<file path="config.mk">
export PLATFORM = sky130hd
export DESIGN_NAME = regport_uart
export DESIGN_NICKNAME = d
export VERILOG_FILES = /design/src/rtl/uart_pkg.sv /design/src/rtl/uart_tick_gen.sv /design/src/rtl/uart_tx_path.sv /design/src/rtl/uart_rx_path.sv /design/src/rtl/regport_uart.sv
export SDC_FILE = /design/constraint.sdc
export NUM_CORES = 1
export LEC_CHECK = 0
export ABC_AREA = 1
export BUFFER_PORTS_ARGS = -buffer_cell sky130_fd_sc_hd__buf_2
export CELL_PAD_IN_SITES_DETAIL_PLACEMENT = 0
export CELL_PAD_IN_SITES_GLOBAL_PLACEMENT = 2
export CORE_MARGIN = 5
export CORE_UTILIZATION = 30
export DETAILED_ROUTE_END_ITERATION = 16
export GPL_TIMING_DRIVEN = 0
export PLACE_DENSITY = 0.68
export SYNTH_ARGS = -nofsm -noshare
export SYNTH_HDL_FRONTEND = slang
export SYNTH_SLANG_ARGS = --single-unit
</file>
<file path="constraint.sdc">
create_clock -name clk -period 2.07 [get_ports clk]
set_clock_uncertainty 0.15 [all_clocks]
set_input_delay 0.3105 -clock clk [delete_from_list [all_inputs] [get_ports clk]]
set_output_delay 0.3105 -clock clk [all_outputs]
set_load 0.05 [all_outputs]
</file>
<file path="src/rtl/uart_pkg.sv">
package uart_pkg;
   typedef enum logic [1:0] {
      LN_IDLE  = 2'd0,
      LN_START = 2'd1,
      LN_DATA  = 2'd2,
      LN_STOP  = 2'd3
   } line_state_e;

   localparam int ST_READY   = 0;
   localparam int ST_TXFULL  = 1;
   localparam int ST_OVERRUN = 2;
endpackage

</file>
<file path="src/rtl/uart_tick_gen.sv">
module uart_tick_gen #(
   parameter int DIV_W = 8
) (
   input  logic             clk,
   input  logic             rst_n,
   input  logic             div_load,
   input  logic [DIV_W-1:0] div_value,
   output logic             tick,
   output logic [DIV_W-1:0] div_q
);
   logic [DIV_W-1:0] cnt_q;

   assign tick = (cnt_q == div_q);

   always_ff @(posedge clk or negedge rst_n) begin
      if (!rst_n) begin
         div_q <= '0;
         cnt_q <= '0;
      end else if (div_load) begin
         div_q <= div_value;
         cnt_q <= '0;
      end else if (tick) begin
         cnt_q <= '0;
      end else begin
         cnt_q <= cnt_q + 1'b1;
      end
   end
endmodule

</file>
<file path="src/rtl/uart_tx_path.sv">
module uart_tx_path
   import uart_pkg::*;
#(
   parameter int DATA_W = 8,
   parameter int OSR    = 16
) (
   input  logic              clk,
   input  logic              rst_n,
   input  logic              tick,
   input  logic              wr_en,
   input  logic [DATA_W-1:0] wr_data,
   output logic              full,
   output logic              busy,
   output logic              txd
);
   localparam int CNT_W = $clog2(OSR);
   localparam int IDX_W = (DATA_W > 1) ? $clog2(DATA_W) : 1;
   localparam logic [CNT_W-1:0] LAST_TICK = CNT_W'(OSR - 1);
   localparam logic [IDX_W-1:0] LAST_BIT  = IDX_W'(DATA_W - 1);

   line_state_e       st_q;
   logic [CNT_W-1:0]  cnt_q;
   logic [IDX_W-1:0]  idx_q;
   logic [DATA_W-1:0] sh_q;
   logic [DATA_W-1:0] hold_q;
   logic              hold_v;
   logic              take;
   logic              bit_end;

   assign take    = (st_q == LN_IDLE) && hold_v;
   assign bit_end = tick && (cnt_q == LAST_TICK);
   assign full    = hold_v;
   assign busy    = (st_q != LN_IDLE);

   always_ff @(posedge clk or negedge rst_n) begin
      if (!rst_n) begin
         hold_q <= '0;
         hold_v <= 1'b0;
      end else begin
         if (wr_en && !hold_v) begin
            hold_q <= wr_data;
            hold_v <= 1'b1;
         end else if (take) begin
            hold_v <= 1'b0;
         end
      end
   end

   always_ff @(posedge clk or negedge rst_n) begin
      if (!rst_n) begin
         st_q  <= LN_IDLE;
         cnt_q <= '0;
         idx_q <= '0;
         sh_q  <= '0;
         txd   <= 1'b1;
      end else begin
         if (st_q != LN_IDLE && tick) cnt_q <= cnt_q + 1'b1;
         case (st_q)
            LN_IDLE: begin
               if (take) begin
                  sh_q  <= hold_q;
                  st_q  <= LN_START;
                  cnt_q <= '0;
                  txd   <= 1'b0;
               end
            end
            LN_START: begin
               if (bit_end) begin
                  st_q  <= LN_DATA;
                  idx_q <= '0;
                  txd   <= sh_q[0];
               end
            end
            LN_DATA: begin
               if (bit_end) begin
                  if (idx_q == LAST_BIT) begin
                     st_q <= LN_STOP;
                     txd  <= 1'b1;
                  end else begin
                     sh_q  <= sh_q >> 1;
                     txd   <= sh_q[1];
                     idx_q <= idx_q + 1'b1;
                  end
               end
            end
            default: begin
               if (bit_end) st_q <= LN_IDLE;
            end
         endcase
      end
   end
endmodule

</file>
<file path="src/rtl/uart_rx_path.sv">
module uart_rx_path
   import uart_pkg::*;
#(
   parameter int DATA_W      = 8,
   parameter int OSR         = 16,
   parameter int SYNC_STAGES = 2
) (
   input  logic              clk,
   input  logic              rst_n,
   input  logic              tick,
   input  logic              rxd,
   output logic              done,
   output logic [DATA_W-1:0] data
);
   localparam int CNT_W = $clog2(OSR);
   localparam int IDX_W = (DATA_W > 1) ? $clog2(DATA_W) : 1;
   localparam logic [CNT_W-1:0] LAST_TICK = CNT_W'(OSR - 1);
   localparam logic [CNT_W-1:0] MID_TICK  = CNT_W'(OSR / 2 - 1);
   localparam logic [IDX_W-1:0] LAST_BIT  = IDX_W'(DATA_W - 1);

   logic [SYNC_STAGES-1:0] sync_q;
   logic                   rx_s;
   logic                   rx_prev;
   line_state_e            st_q;
   logic [CNT_W-1:0]       cnt_q;
   logic [IDX_W-1:0]       idx_q;
   logic [DATA_W-1:0]      sh_q;

   generate
      if (SYNC_STAGES == 1) begin : g_sync1
         always_ff @(posedge clk or negedge rst_n) begin
            if (!rst_n) sync_q <= '1;
            else        sync_q <= rxd;
         end
      end else begin : g_syncn
         always_ff @(posedge clk or negedge rst_n) begin
            if (!rst_n) sync_q <= '1;
            else        sync_q <= {sync_q[SYNC_STAGES-2:0], rxd};
         end
      end
   endgenerate

   assign rx_s = sync_q[SYNC_STAGES-1];
   assign data = sh_q;

   always_ff @(posedge clk or negedge rst_n) begin
      if (!rst_n) begin
         rx_prev <= 1'b1;
         st_q    <= LN_IDLE;
         cnt_q   <= '0;
         idx_q   <= '0;
         sh_q    <= '0;
         done    <= 1'b0;
      end else begin
         rx_prev <= rx_s;
         done    <= 1'b0;
         case (st_q)
            LN_IDLE: begin
               if (rx_prev && !rx_s) begin
                  st_q  <= LN_START;
                  cnt_q <= '0;
               end
            end
            LN_START: begin
               if (tick) begin
                  if (cnt_q == MID_TICK) begin
                     cnt_q <= '0;
                     idx_q <= '0;
                     st_q  <= rx_s ? LN_IDLE : LN_DATA;
                  end else begin
                     cnt_q <= cnt_q + 1'b1;
                  end
               end
            end
            LN_DATA: begin
               if (tick) begin
                  if (cnt_q == LAST_TICK) begin
                     cnt_q <= '0;
                     sh_q  <= {rx_s, sh_q[DATA_W-1:1]};
                     if (idx_q == LAST_BIT) st_q <= LN_STOP;
                     else                   idx_q <= idx_q + 1'b1;
                  end else begin
                     cnt_q <= cnt_q + 1'b1;
                  end
               end
            end
            default: begin
               if (tick) begin
                  if (cnt_q == LAST_TICK) begin
                     cnt_q <= '0;
                     done  <= rx_s;
                     st_q  <= LN_IDLE;
                  end else begin
                     cnt_q <= cnt_q + 1'b1;
                  end
               end
            end
         endcase
      end
   end
endmodule

</file>
<file path="src/rtl/regport_uart.sv">
module regport_uart
   import uart_pkg::*;
#(
   parameter int               ADDR_W      = 8,
   parameter int               DATA_W      = 8,
   parameter int               DIV_W       = 8,
   parameter int               OSR         = 16,
   parameter int               SYNC_STAGES = 2,
   parameter logic [ADDR_W-1:0] BASE_ADDR  = 8'hC0
) (
   input  logic              clk,
   input  logic              rst_n,
   input  logic [ADDR_W-1:0] bus_addr,
   input  logic              bus_wr,
   input  logic [DATA_W-1:0] bus_wdata,
   input  logic              bus_rd,
   output logic [DATA_W-1:0] bus_rdata,
   output logic              txd,
   input  logic              rxd
);
   localparam logic [ADDR_W-1:0] DATA_ADDR = BASE_ADDR;
   localparam logic [ADDR_W-1:0] CTRL_ADDR = BASE_ADDR + 1'b1;

   generate
      if (DATA_W < 3)                begin : g_bad_dw   $error("DATA_W must hold three status bits"); end
      if (DIV_W < 1 || DIV_W > DATA_W) begin : g_bad_div $error("DIV_W must be 1..DATA_W"); end
      if (OSR < 4 || (OSR & (OSR - 1)) != 0) begin : g_bad_osr $error("OSR must be a power of two >= 4"); end
      if (SYNC_STAGES < 1)           begin : g_bad_sync $error("SYNC_STAGES must be >= 1"); end
   endgenerate

   logic              wr_data, wr_ctrl, rd_data, rd_ctrl;
   logic              tick;
   logic [DIV_W-1:0]  div_q;
   logic              tx_full, tx_busy;
   logic              rx_done;
   logic [DATA_W-1:0] rx_word;
   logic [DATA_W-1:0] rx_hold;
   logic              rx_ready, rx_ovr;
   logic [DATA_W-1:0] status;

   assign wr_data = bus_wr && (bus_addr == DATA_ADDR);
   assign wr_ctrl = bus_wr && (bus_addr == CTRL_ADDR);
   assign rd_data = bus_rd && (bus_addr == DATA_ADDR);
   assign rd_ctrl = bus_rd && (bus_addr == CTRL_ADDR);

   uart_tick_gen #(.DIV_W(DIV_W)) u_tick (
      .clk       (clk),
      .rst_n     (rst_n),
      .div_load  (wr_ctrl),
      .div_value (bus_wdata[DIV_W-1:0]),
      .tick      (tick),
      .div_q     (div_q)
   );

   uart_tx_path #(.DATA_W(DATA_W), .OSR(OSR)) u_tx (
      .clk     (clk),
      .rst_n   (rst_n),
      .tick    (tick),
      .wr_en   (wr_data),
      .wr_data (bus_wdata),
      .full    (tx_full),
      .busy    (tx_busy),
      .txd     (txd)
   );

   uart_rx_path #(.DATA_W(DATA_W), .OSR(OSR), .SYNC_STAGES(SYNC_STAGES)) u_rx (
      .clk   (clk),
      .rst_n (rst_n),
      .tick  (tick),
      .rxd   (rxd),
      .done  (rx_done),
      .data  (rx_word)
   );

   always_ff @(posedge clk or negedge rst_n) begin
      if (!rst_n) begin
         rx_hold  <= '0;
         rx_ready <= 1'b0;
         rx_ovr   <= 1'b0;
      end else if (rx_done) begin
         rx_hold  <= rx_word;
         rx_ready <= 1'b1;
         rx_ovr   <= rx_ready && !rd_data;
      end else if (rd_data) begin
         rx_ready <= 1'b0;
         rx_ovr   <= 1'b0;
      end
   end

   always_comb begin
      status             = '0;
      status[ST_READY]   = rx_ready;
      status[ST_TXFULL]  = tx_full;
      status[ST_OVERRUN] = rx_ovr;
   end

   always_comb begin
      bus_rdata = '0;
      if (rd_data)      bus_rdata = rx_hold;
      else if (rd_ctrl) bus_rdata = status;
   end
endmodule

</file>
==> results.toml, run 1 <==
[finish]
area_delta_synth_final_pct = 20.7
final_cells = 634
n_fill_cell = 1271
insertedDiodeCount = 0
layout_commonest_cell = "nand2_1"
final_cell_mix = "nand2_1 (132), dfrtp_1 (70), inv_1 (59)"
drive_gt1_share_pct = 16.8
fin_nets = 514

[critical_path]
arrival_ns = 1.48
worstPathRequired_ns = 1.61
crit_type = "input pin to output port"
crit_path_end_kind = "output port"
cp_max_fo = 3
worstSetupStartpointType = "input pin"
rr_worst_depth = 8

[timing]
max_slew_margin_pct = 75.2
tns_ns = 0
layout_setup_ws_ns = 0.127
max_clock_freq_mhz = 515
hold_viol = 0
tightest_slew_ns = 0.371
final_max_slew_viol_count = 0
grt_setup_unrepaired = "no"
finalSetupViolCount = 0
period_needed_ns = 1.94
timing.final.crit_share_pct = 93.9

[placement]
dp_hpwl_um = 5850
place_worst_setup_slack_ns = -0.208
placed_cells = 615
port_buffers = 29
gp_congestion = 0.722

[synthesis]
yosys_warnings = 0
ys_seq_area_share_pct = 50.8
synth.distinct_cells = 36
yosys_register_bits = 74
synth_top_area_cell = "dfrtp_1"
synth_top_area_share_pct = 47.9
synth_area_per_cell_um2 = 8.35
syn_nets = 470
synthTopCellsByArea = "dfrtp_1 (48%), nand2_1 (14%), inv_1 (6.1%)"
syn_inst = 438
syn-cell-area_mm2 = 0.00366

[grt]
grt-ovfl-total = 0
antenna_found_initial = 0
grt_start_max_net_pins = 56
grt_pass1_vias = 2776
grt_pass1_wl_um = 13800
track_usage_pct = 11.9

[pwr]
power_leakage_nw = 2.16
p_per_area_mw_per_mm2 = 1160
vdd.ir_drop.worst_mv = 0.394

[route]
wl_per_cell_um = 12.5
first_iter_violations = 120
viasPerCell = 4.31
firstDrtPassIters = 4
dr_total_vias = 2733
ant_nets = 0
routed_wl_um = 7900
drc = 0

[clock_tree]
cts_tree = "built"
clock_path_buffers = 2
cts.sinks = 74
cts-root-buf = "clkbuf_16"
cts_buffers = 9
clk-insertion-delay-late_ns = 0.33
clkTransAtPathRegs_ns = 0.06
ctsHtreeMaxLevel = 3

[floorplanning]
core_mm2 = 0.0120
start_util_pct = 30.6
dieWidth_um = 120
die_height_um = 120
num_io_pins = 30
core.rowCount = 40
fp.dieArea_mm2 = 0.0145

[hold_path]
hold_depth = 3
hp-class = "input pin to flop"

[job]
max_cap_viol_count = 0

[status]
outcome = "complete, no violations"
[cell families (layout without fill, tap and decap cells)]
family                   count (synthesis)  in the layout  share of synthesized area, %
flip-flops                              74             74                          50.8
AND/OR/NAND/NOR                        216            216                          26.0
adder cells (fa/ha/maj)                 11             11                          3.76
AO/OA/AOI/OAI                           59             59                          9.10
XOR/XNOR                                11             11                          2.63
buffers and inverters                   67            116                          7.73
[synthesized netlist by cell type]
master    number
a21boi_0       1
inv_6          1
o21ai_0       34
nor3_4         1
nor3b_1        1
nand3_4        1
o21ai_2        2
nand2_4        2
nor2_4         1
inv_1         59
ha_1          11
a21oi_1        3
or2_0          1
nand4_1        4
o22ai_1        1
inv_4          1
clkbuf_1       2
a21oi_2        4
xnor2_1        6
dfstp_2        4
nand2_1      133
nand3_2        2
buf_6          3
o21a_1         1
a31oi_1        1
nor3_1         8
buf_2          1
nor2_2         5
nand3_1       22
nand2_2        4
o21ai_1       10
dfrtp_1       70
xor2_1         5
o32ai_1        2
nor4_1         1
nor2_1        30
[worst paths after layout]
kind | from | slack, ns | end
max | bus_addr[5] | 0.13 | bus_rdata[1]
min | bus_wdata[0] | 0.12 | u_tx.hold_q[0]$_DFFE_PN0P_
max reg2reg | u_tx.cnt_q[0]$_DFF_PN0_ | 0.18 | u_tx.st_q[1]$_DFFE_PN0P_
max in group asynchronous | rst_n | 0.90 | u_rx.sync_q[1]$_DFF_PN1_
min in group asynchronous | rst_n | 0.26 | rx_hold[4]$_DFFE_PN0P_
min reg2reg | u_rx.sync_q[0]$_DFF_PN1_ | 0.21 | u_rx.sync_q[1]$_DFF_PN1_
[repair_timing]
action                                  CTS  global route
hold endpoints to repair                 20             0
setup buffers                             1             0
hold buffers                              2             0
pin swaps                                 1             1
endpoints found under the setup margin    8            18
gates resized for setup                   4             4
[stage by stage]
step / hold WS, ns / power, W / cell area, µm² / util, %
final: 0.117 / 0.00513 / 4420 / 36.9
after global routing: 0.131 / 0.00555 / 4420 / 36.9
after floorplan: -0.135 / 0.00303 / 3660 / -
after detailed placement: 0.0772 / 0.00341 / 4020 / 33.6
after global placement: 0.197 / 0.00341 / 3990 / 33.3
after CTS: 0.108 / 0.00520 / 4390 / 36.7
[critical path, stage by stage]
cell and delay [ns]:
buf_2 0.10, nor2_1 0.11, nand3_2 0.14, nor3_1 0.21, nand2_1 0.12, o32ai_1 0.24
buf_4 0.25
[layer usage]
layer  share of wire, %  wire length [µm]  global-route usage, %  vias up
met4                1.7               133                   4.96        0
met5                  0                 0                      0        -
li1                   -                 -                      -     1471
met2                 43              3430                   17.7       20
met3                2.2               170                   2.34        9
met1                 53              4170                   16.8     1233
[flip-flops by register name, summed over array words and instances (netlist names)]
| register | flops |
|---|---|
| rx_ovr | 1 |
| u_tx.full | 1 |
| u_tx.idx_q | 3 |
| rx_ready | 1 |
| u_tx.sh_q | 8 |
| u_rx.sync_q | 2 |
| u_rx.st_q | 2 |
| u_tx.st_q | 2 |
| u_tick.div_q | 8 |
| u_rx.cnt_q | 4 |
| u_tx.txd | 1 |
| rx_hold | 8 |
| u_tx.cnt_q | 4 |
| u_tx.hold_q | 8 |
| u_tick.cnt_q | 8 |
| u_rx.idx_q | 3 |
| u_rx.rx_prev | 1 |
| u_rx.done | 1 |
| u_rx.data | 8 |
[final cells by class]
class / instances / area, µm² / share of cell area [%]
flip-flops and latches: 74 / 1860 / 42.1
multi-input cells: 297 / 1540 / 34.9
clock buffers: 12 / 267 / 6.04
inverters: 61 / 236 / 5.36
repair buffers: 33 / 210 / 4.76
well taps: 147 / 184 / 4.17
clock inverters: 4 / 72.6 / 1.64
plain buffers: 6 / 46.3 / 1.05
[power breakdown]
part	leakage, nW	internal, W	total, W	switching (W)
registers	0.986	0.00168	0.00189	0.000208
logic	1.01	0.000523	0.00150	0.000978
clock network	0.165	0.00115	0.00174	0.000585
total	2.16	0.00336	0.00513	0.00177
No activity file was read; power rests on OpenSTA's default activity.
==> run 2: changes to the inputs <==
- ABC_AREA: 1 -> 0
- PLACE_DENSITY: 0.68 -> 0.62
==> run 2 against run 1 <==
  * Fmax decreased by 6.0%
  * Critical path depth decreased by 1
  * Routed wire length decreased by 1.2%
  * Clock-buffer cell count decreased by 1
  * Die area decreased by 2.1%
  * Hold slack got worse by 0.036 ns
  * Clock power decreased by 4%
  * Synthesized cell count decreased by 28%
  * Final cell count decreased by 17%
  * Cell area increased by 7.0%
==> results.toml, run 2 <==
[status]
outcome = "complete, no violations"

[route]
dr_total_vias = 2590
wl_per_cell_um = 14.8
drc = 0
firstDrtPassIters = 4
viasPerCell = 4.91
routed_wl_um = 7810
wl_met2_um = 3430
routed.top_layer = "met4"
wl_met1_um = 4060
ant_nets = 0
met3WireLength_um = 200
first_iter_violations = 79

[timing]
hold_viol = 0
tightest_slew_ns = 0.577
grt_setup_unrepaired = "yes"
final_max_slew_viol_count = 0
max_clock_freq_mhz = 484
tns_ns = 0
period_needed_ns = 2.07
max_slew_margin_pct = 61.5
timing.final.crit_share_pct = 99.8
finalSetupViolCount = 0

[pwr]
seqPwrFrac_pct = 35.5
p_sw_w = 0.00182
comb_power_share_pct = 34.2
vdd.ir_drop.worst_mv = 0.649
power_leakage_nw = 2.20
pwr-share-clk_pct = 30.3
p_per_area_mw_per_mm2 = 1170
p_int_w = 0.00371
sw_frac_of_total_pct = 32.9

[synthesis]
synth.distinct_cells = 47
syn_inst = 315
ys_seq_area_share_pct = 52.0
async_flop_share_pct = 100
syn_nets = 347
synth_top_area_share_pct = 49.0
syn-cell-area_mm2 = 0.00357
synth_area_per_cell_um2 = 11.3
synthTopCellsByCount = "dfrtp_1 (70), mux2_2 (32), nand3_1 (30)"
synth_ff_type = "dfrtp_1"
yosys_warnings = 0
synthTopCellsByArea = "dfrtp_1 (49%), mux2_2 (10%), nand3_1 (4.2%)"
yosys_register_bits = 74
synth_top_area_cell = "dfrtp_1"
synth.most_common_cell = "dfrtp_1"
synth_edf_count = 0

[finish]
n_fill_cell = 1107
layout_commonest_cell = "dfrtp_1"
insertedDiodeCount = 0
drive_gt1_share_pct = 39.0
area_delta_synth_final_pct = 32.3
final_cells = 528
fin_nets = 412
final_cell_mix = "dfrtp_1 (65), nand3_1 (30), mux2_2 (26)"

[placement]
dp_hpwl_um = 5320
placed_cells = 487
port_buffers = 28
gp_congestion = 0.723

[critical_path]
worstSetupStartpointType = "flop"
max_stage_delay_ns = 0.45
crit_chain = "xnor2_2, and4_1, buf_6, nand4_1, a221oi_2, mux2_1"
slowest_stage = "dfrtp_2"
worstPathRequired_ns = 2.13
r2r_slack_ns = 0.003
arrival_ns = 2.13
crit_type = "flop to flop"
cp_max_fo = 7
crit_path_end_kind = "flop"

[floorplanning]
core_mm2 = 0.0116
dieWidth_um = 119
core.rowCount = 39
die_height_um = 119
start_util_pct = 30.9
fp.dieArea_mm2 = 0.0142
num_io_pins = 30

[grt]
antenna_found_initial = 0
track_usage_pct = 11.6
grt-ovfl-total = 0
grt_pass1_wl_um = 13300
grt_start_max_net_pins = 58
grt_pass1_vias = 2619

[clock_tree]
cts-root-buf = "clkbuf_16"
clock_path_buffers = 2
ctsHtreeMaxLevel = 3
cts.sinks = 74
clkTransAtPathRegs_ns = 0.06
cts_tree = "built"
clk-insertion-delay-late_ns = 0.33
cts_buffers = 9

[hold_path]
hp-class = "input pin to flop"

[job]
max_cap_viol_count = 0
[run 2: cells by family (layout without fill, tap and decap cells)]
kind of cell             Yosys count  count (layout)  synth area share, %
XOR/XNOR                          17              17                 4.17
adder cells (fa/ha/maj)           11              11                 3.85
buffers and inverters             18              88                 2.03
multiplexers                      44              44                 13.6
AND/OR/NAND/NOR                  109             109                 16.2
AO/OA/AOI/OAI                     42              42                 8.16
flip-flops                        74              74                 52.0
[run 2: metrics by stage]
| stage | cell area, µm² | utilization, % | setup slack, ns | total power [W] | hold slack [ns] |
|---|---|---|---|---|---|
| floorplan | 3580 | - | -0.116 | 0.00296 | -0.135 |
| global placement | 3900 | 33.7 | -0.562 | 0.00335 | 0.200 |
| detailed placement | 3930 | 34.0 | -0.514 | 0.00338 | 0.0700 |
| CTS | 4490 | 38.9 | 0.00177 | 0.00532 | 0.0632 |
| global route | 4720 | 40.9 | -0.0836 | 0.00588 | 0.0785 |
| finish | 4720 | 40.9 | 0.00349 | 0.00553 | 0.0815 |
[run 2: worst max-delay path, delay by kind of cell (launching register included)]
family          cells  cell delay [ns]
simple gates        2             0.37
compound gates      1             0.34
flops               1             0.45
xor+xnor            1             0.15
buf+inv             1             0.15
mux                 1             0.35
[run 2: final cells by class]
type | count | area [µm²] | share of cell area, %
sequential | 74 | 1860 | 39.4
multi-input combinational | 223 | 1830 | 38.6
timing repair buffer | 55 | 444 | 9.40
clock buffer | 11 | 243 | 5.14
tap | 143 | 179 | 3.79
clock inverter | 5 | 77.6 | 1.64
buffer | 8 | 58.8 | 1.24
inverter | 9 | 33.8 | 0.715
[run 2: per-layer routing]
metal | global-route usage (%) | vias to the layer above
li1 | - | 1268
met1 | 16.4 | 1269
met2 | 17.1 | 44
met3 | 1.99 | 9
met4 | 5.87 | 0
met5 | 0 | -
[run 2: power by group through the flow]
stage               clock network [W]  logic [W]  registers [W]
detailed placement                  0    0.00139        0.00199
floorplan                           0    0.00101        0.00195
CTS                           0.00174    0.00162        0.00196
global route                  0.00180    0.00207        0.00200
finish                        0.00167    0.00189        0.00196
global placement                    0    0.00137        0.00198
[run 2: worst paths after layout]
check / from / end / cells past startpoint
setup / recovery: u_tick.cnt_q[5]$_DFF_PN0_ / u_tx.st_q[1]$_DFFE_PN0P_ / 6
hold / removal: bus_wdata[3] / u_tx.hold_q[3]$_DFFE_PN0P_ / 2
setup reg to reg: u_tick.cnt_q[5]$_DFF_PN0_ / u_tx.st_q[1]$_DFFE_PN0P_ / 6
hold reg to reg: u_rx.sync_q[0]$_DFF_PN1_ / u_rx.sync_q[1]$_DFF_PN1_ / 0
max in group asynchronous: rst_n / u_rx.sync_q[0]$_DFF_PN1_ / 3
min in group asynchronous: rst_n / u_tx.sh_q[4]$_DFFE_PN0P_ / 2
[run 2: timing repair]
item,4_1_cts,5_1_grt
resized for setup,33,42
hold buffers,2,0
pin swaps,6,9
endpoints found under the hold margin,18,0
endpoints found under the setup margin,34,30
cloned,0,1
setup buffers,11,12
==> run 3: changes to the inputs <==
- clock period: 2.07 -> 2.35 ns (I/O delays scaled with it)
==> run 3 against run 2 <==
  * Register-to-register slack gained 0.07 ns
  * Routed wire length shrank 2.3%
  * Cell area shrank 7.3%
  * Setup slack gained 0.073 ns
  * Global-route usage grew 0.30 points
  * Fmax shrank 9.1%
  * Total power shrank 18%
  * Critical endpoint is now u_rx.cnt_q[3]$_DFFE_PN0P_
  * Largest cell class unchanged
==> results.toml, run 3 (synthesized netlist as in run 2, its figures left out) <==
[finish]
layout_commonest_cell = "dfrtp_1"
insertedDiodeCount = 0
area_delta_synth_final_pct = 22.6
drive_gt1_share_pct = 27.5
stdcell_area_mm2 = 0.00438
fin_nets = 394
final_cell_mix = "dfrtp_1 (70), mux2_2 (32), nand3_1 (30)"
n_fill_cell = 1137
final_cells = 510

[timing]
timing.final.crit_share_pct = 96.7
hold_viol = 0
final_max_slew_viol_count = 0
finalSetupViolCount = 0
tightest_slew_ns = 0.602
grt_setup_unrepaired = "yes"
period_needed_ns = 2.27
max_clock_freq_mhz = 440
max_slew_margin_pct = 59.7

[grt]
use_met1_pct = 16.9
grt_pass1_wl_um = 13400
grt.busiest_layer = "met1"
grt_use_met2_pct = 16.8
grt_pass1_vias = 2585
grt_start_max_net_pins = 56
grt-ovfl-total = 0
antenna_found_initial = 0
track_usage_pct = 11.9
grt_util_met3_pct = 2.75

[status]
outcome = "complete, no violations"

[job]
max_cap_viol_count = 0

[placement]
port_buffers = 28
dp_hpwl_um = 5330
gp_congestion = 0.713
placed_cells = 487
dpl-instance-area_mm2 = 0.00392

[critical_path]
crit_type = "flop to flop"
worstSetupStartpointType = "flop"
crit_path_end_kind = "flop"
crit_chain = "xnor2_1, nand4_1, o31a_1, or4b_1, o21ai_0"
cp_max_fo = 7
arrival_ns = 2.38
crit_start = "u_tick.cnt_q[3]$_DFF_PN0_"
r2r_slack_ns = 0.08
r2r_start = "u_tick.cnt_q[3]$_DFF_PN0_"
slowest_stage = "o31a_1"
rr_worst_depth = 5
worstPathRequired_ns = 2.46
crit_path_end = "u_rx.cnt_q[3]$_DFFE_PN0P_"
max_stage_delay_ns = 0.48
reg2reg_to = "u_rx.cnt_q[3]$_DFFE_PN0P_"

[floorplanning]
num_io_pins = 30
fp.dieArea_mm2 = 0.0142
core_mm2 = 0.0116
start_util_pct = 30.9
core.rowCount = 39
dieWidth_um = 119
die_height_um = 119

[route]
dr_total_vias = 2492
firstDrtPassIters = 4
wl_per_cell_um = 15.0
routed_wl_um = 7630
ant_nets = 0
drc = 0
first_iter_violations = 105
viasPerCell = 4.89

[clock_tree]
ctsHtreeMaxLevel = 3
cts_buffers = 9
clkTransAtPathRegs_ns = 0.06
clock_path_buffers = 2
cts.sinks = 74
cts_tree = "built"
clk-insertion-delay-late_ns = 0.34
cts-root-buf = "clkbuf_16"

[pwr]
p_per_area_mw_per_mm2 = 1040
vdd.ir_drop.worst_mv = 0.402
power_leakage_nw = 2.05

[hold_path]
hp-class = "input pin to flop"
==> run 3: what timing repair did <==
| item | in CTS | in global routing |
|---|---|---|
| buffers inserted | 0 | 5 |
| resized for setup | 6 | 6 |
| endpoints found under the hold margin | 17 | 0 |
| hold buffers | 2 | 0 |
| setup endpoints to repair | 21 | 22 |
| pin swaps | 1 | 4 |
==> run 3: area by class of cell <==
class / instances / area, µm² / share of cell area [%]
sequential: 74 / 1860 / 42.4
clock inverter: 6 / 90.1 / 2.06
multi-input combinational: 223 / 1700 / 38.7
inverter: 9 / 33.8 / 0.771
buffer: 9 / 38.8 / 0.886
timing repair buffer: 36 / 245 / 5.60
clock buffer: 10 / 239 / 5.46
tap: 143 / 179 / 4.09
==> run 3: worst min-delay path by stage <==
stage                                   startpoint                          to  slack, ns  cells after the start
after floorplan                              rst_n      rx_hold[0]$_DFFE_PN0P_      -0.09                      0
after global placement    u_rx.sync_q[0]$_DFF_PN1_    u_rx.sync_q[1]$_DFF_PN1_       0.20                      0
after detailed placement                     rst_n    u_tx.sh_q[2]$_DFFE_PN0P_       0.12                      1
after CTS                             bus_wdata[3]  u_tx.hold_q[3]$_DFFE_PN0P_        0.1                      2
after global routing                  bus_wdata[3]  u_tx.hold_q[3]$_DFFE_PN0P_       0.10                      2
final                                 bus_wdata[3]  u_tx.hold_q[3]$_DFFE_PN0P_       0.11                      2
==> run 3: metrics by stage <==
step / utilization [%] / setup TNS [ns] / worst slack [ns] / hold slack, ns / total power (W)
finish: 37.9 / 0 / 0.0767 / 0.110 / 0.00454
global route: 37.9 / -0.148 / -0.0736 / 0.104 / 0.00487
CTS: 37.2 / 0 / 0.0223 / 0.0953 / 0.00454
detailed placement: 33.9 / -2.83 / -0.253 / 0.124 / 0.00297
global placement: 33.6 / -2.77 / -0.241 / 0.198 / 0.00295
floorplan: - / 0 / 0.0797 / -0.0931 / 0.00260
==> run 3: critical path: cells and delay by family (launching register included) <==
family	cells	cell delay, ns
AOI/OAI and AO/OA	2	0.56
xor gates and xnor gates	1	0.24
DFF	1	0.42
and+or+nand+nor	2	0.83
==> run 3: report_power, final <==
group / internal (W) / total, W / switching [W]
registers: 0.00151 / 0.00173 / 0.000223
clock network: 0.000957 / 0.00150 / 0.000542
logic: 0.000546 / 0.00131 / 0.000763
==> run 3: layer usage <==
metal	up-vias	wire length (µm)
li1	1224	-
met1	1224	3930
met2	34	3280
met3	10	211
met4	0	199
met5	-	0
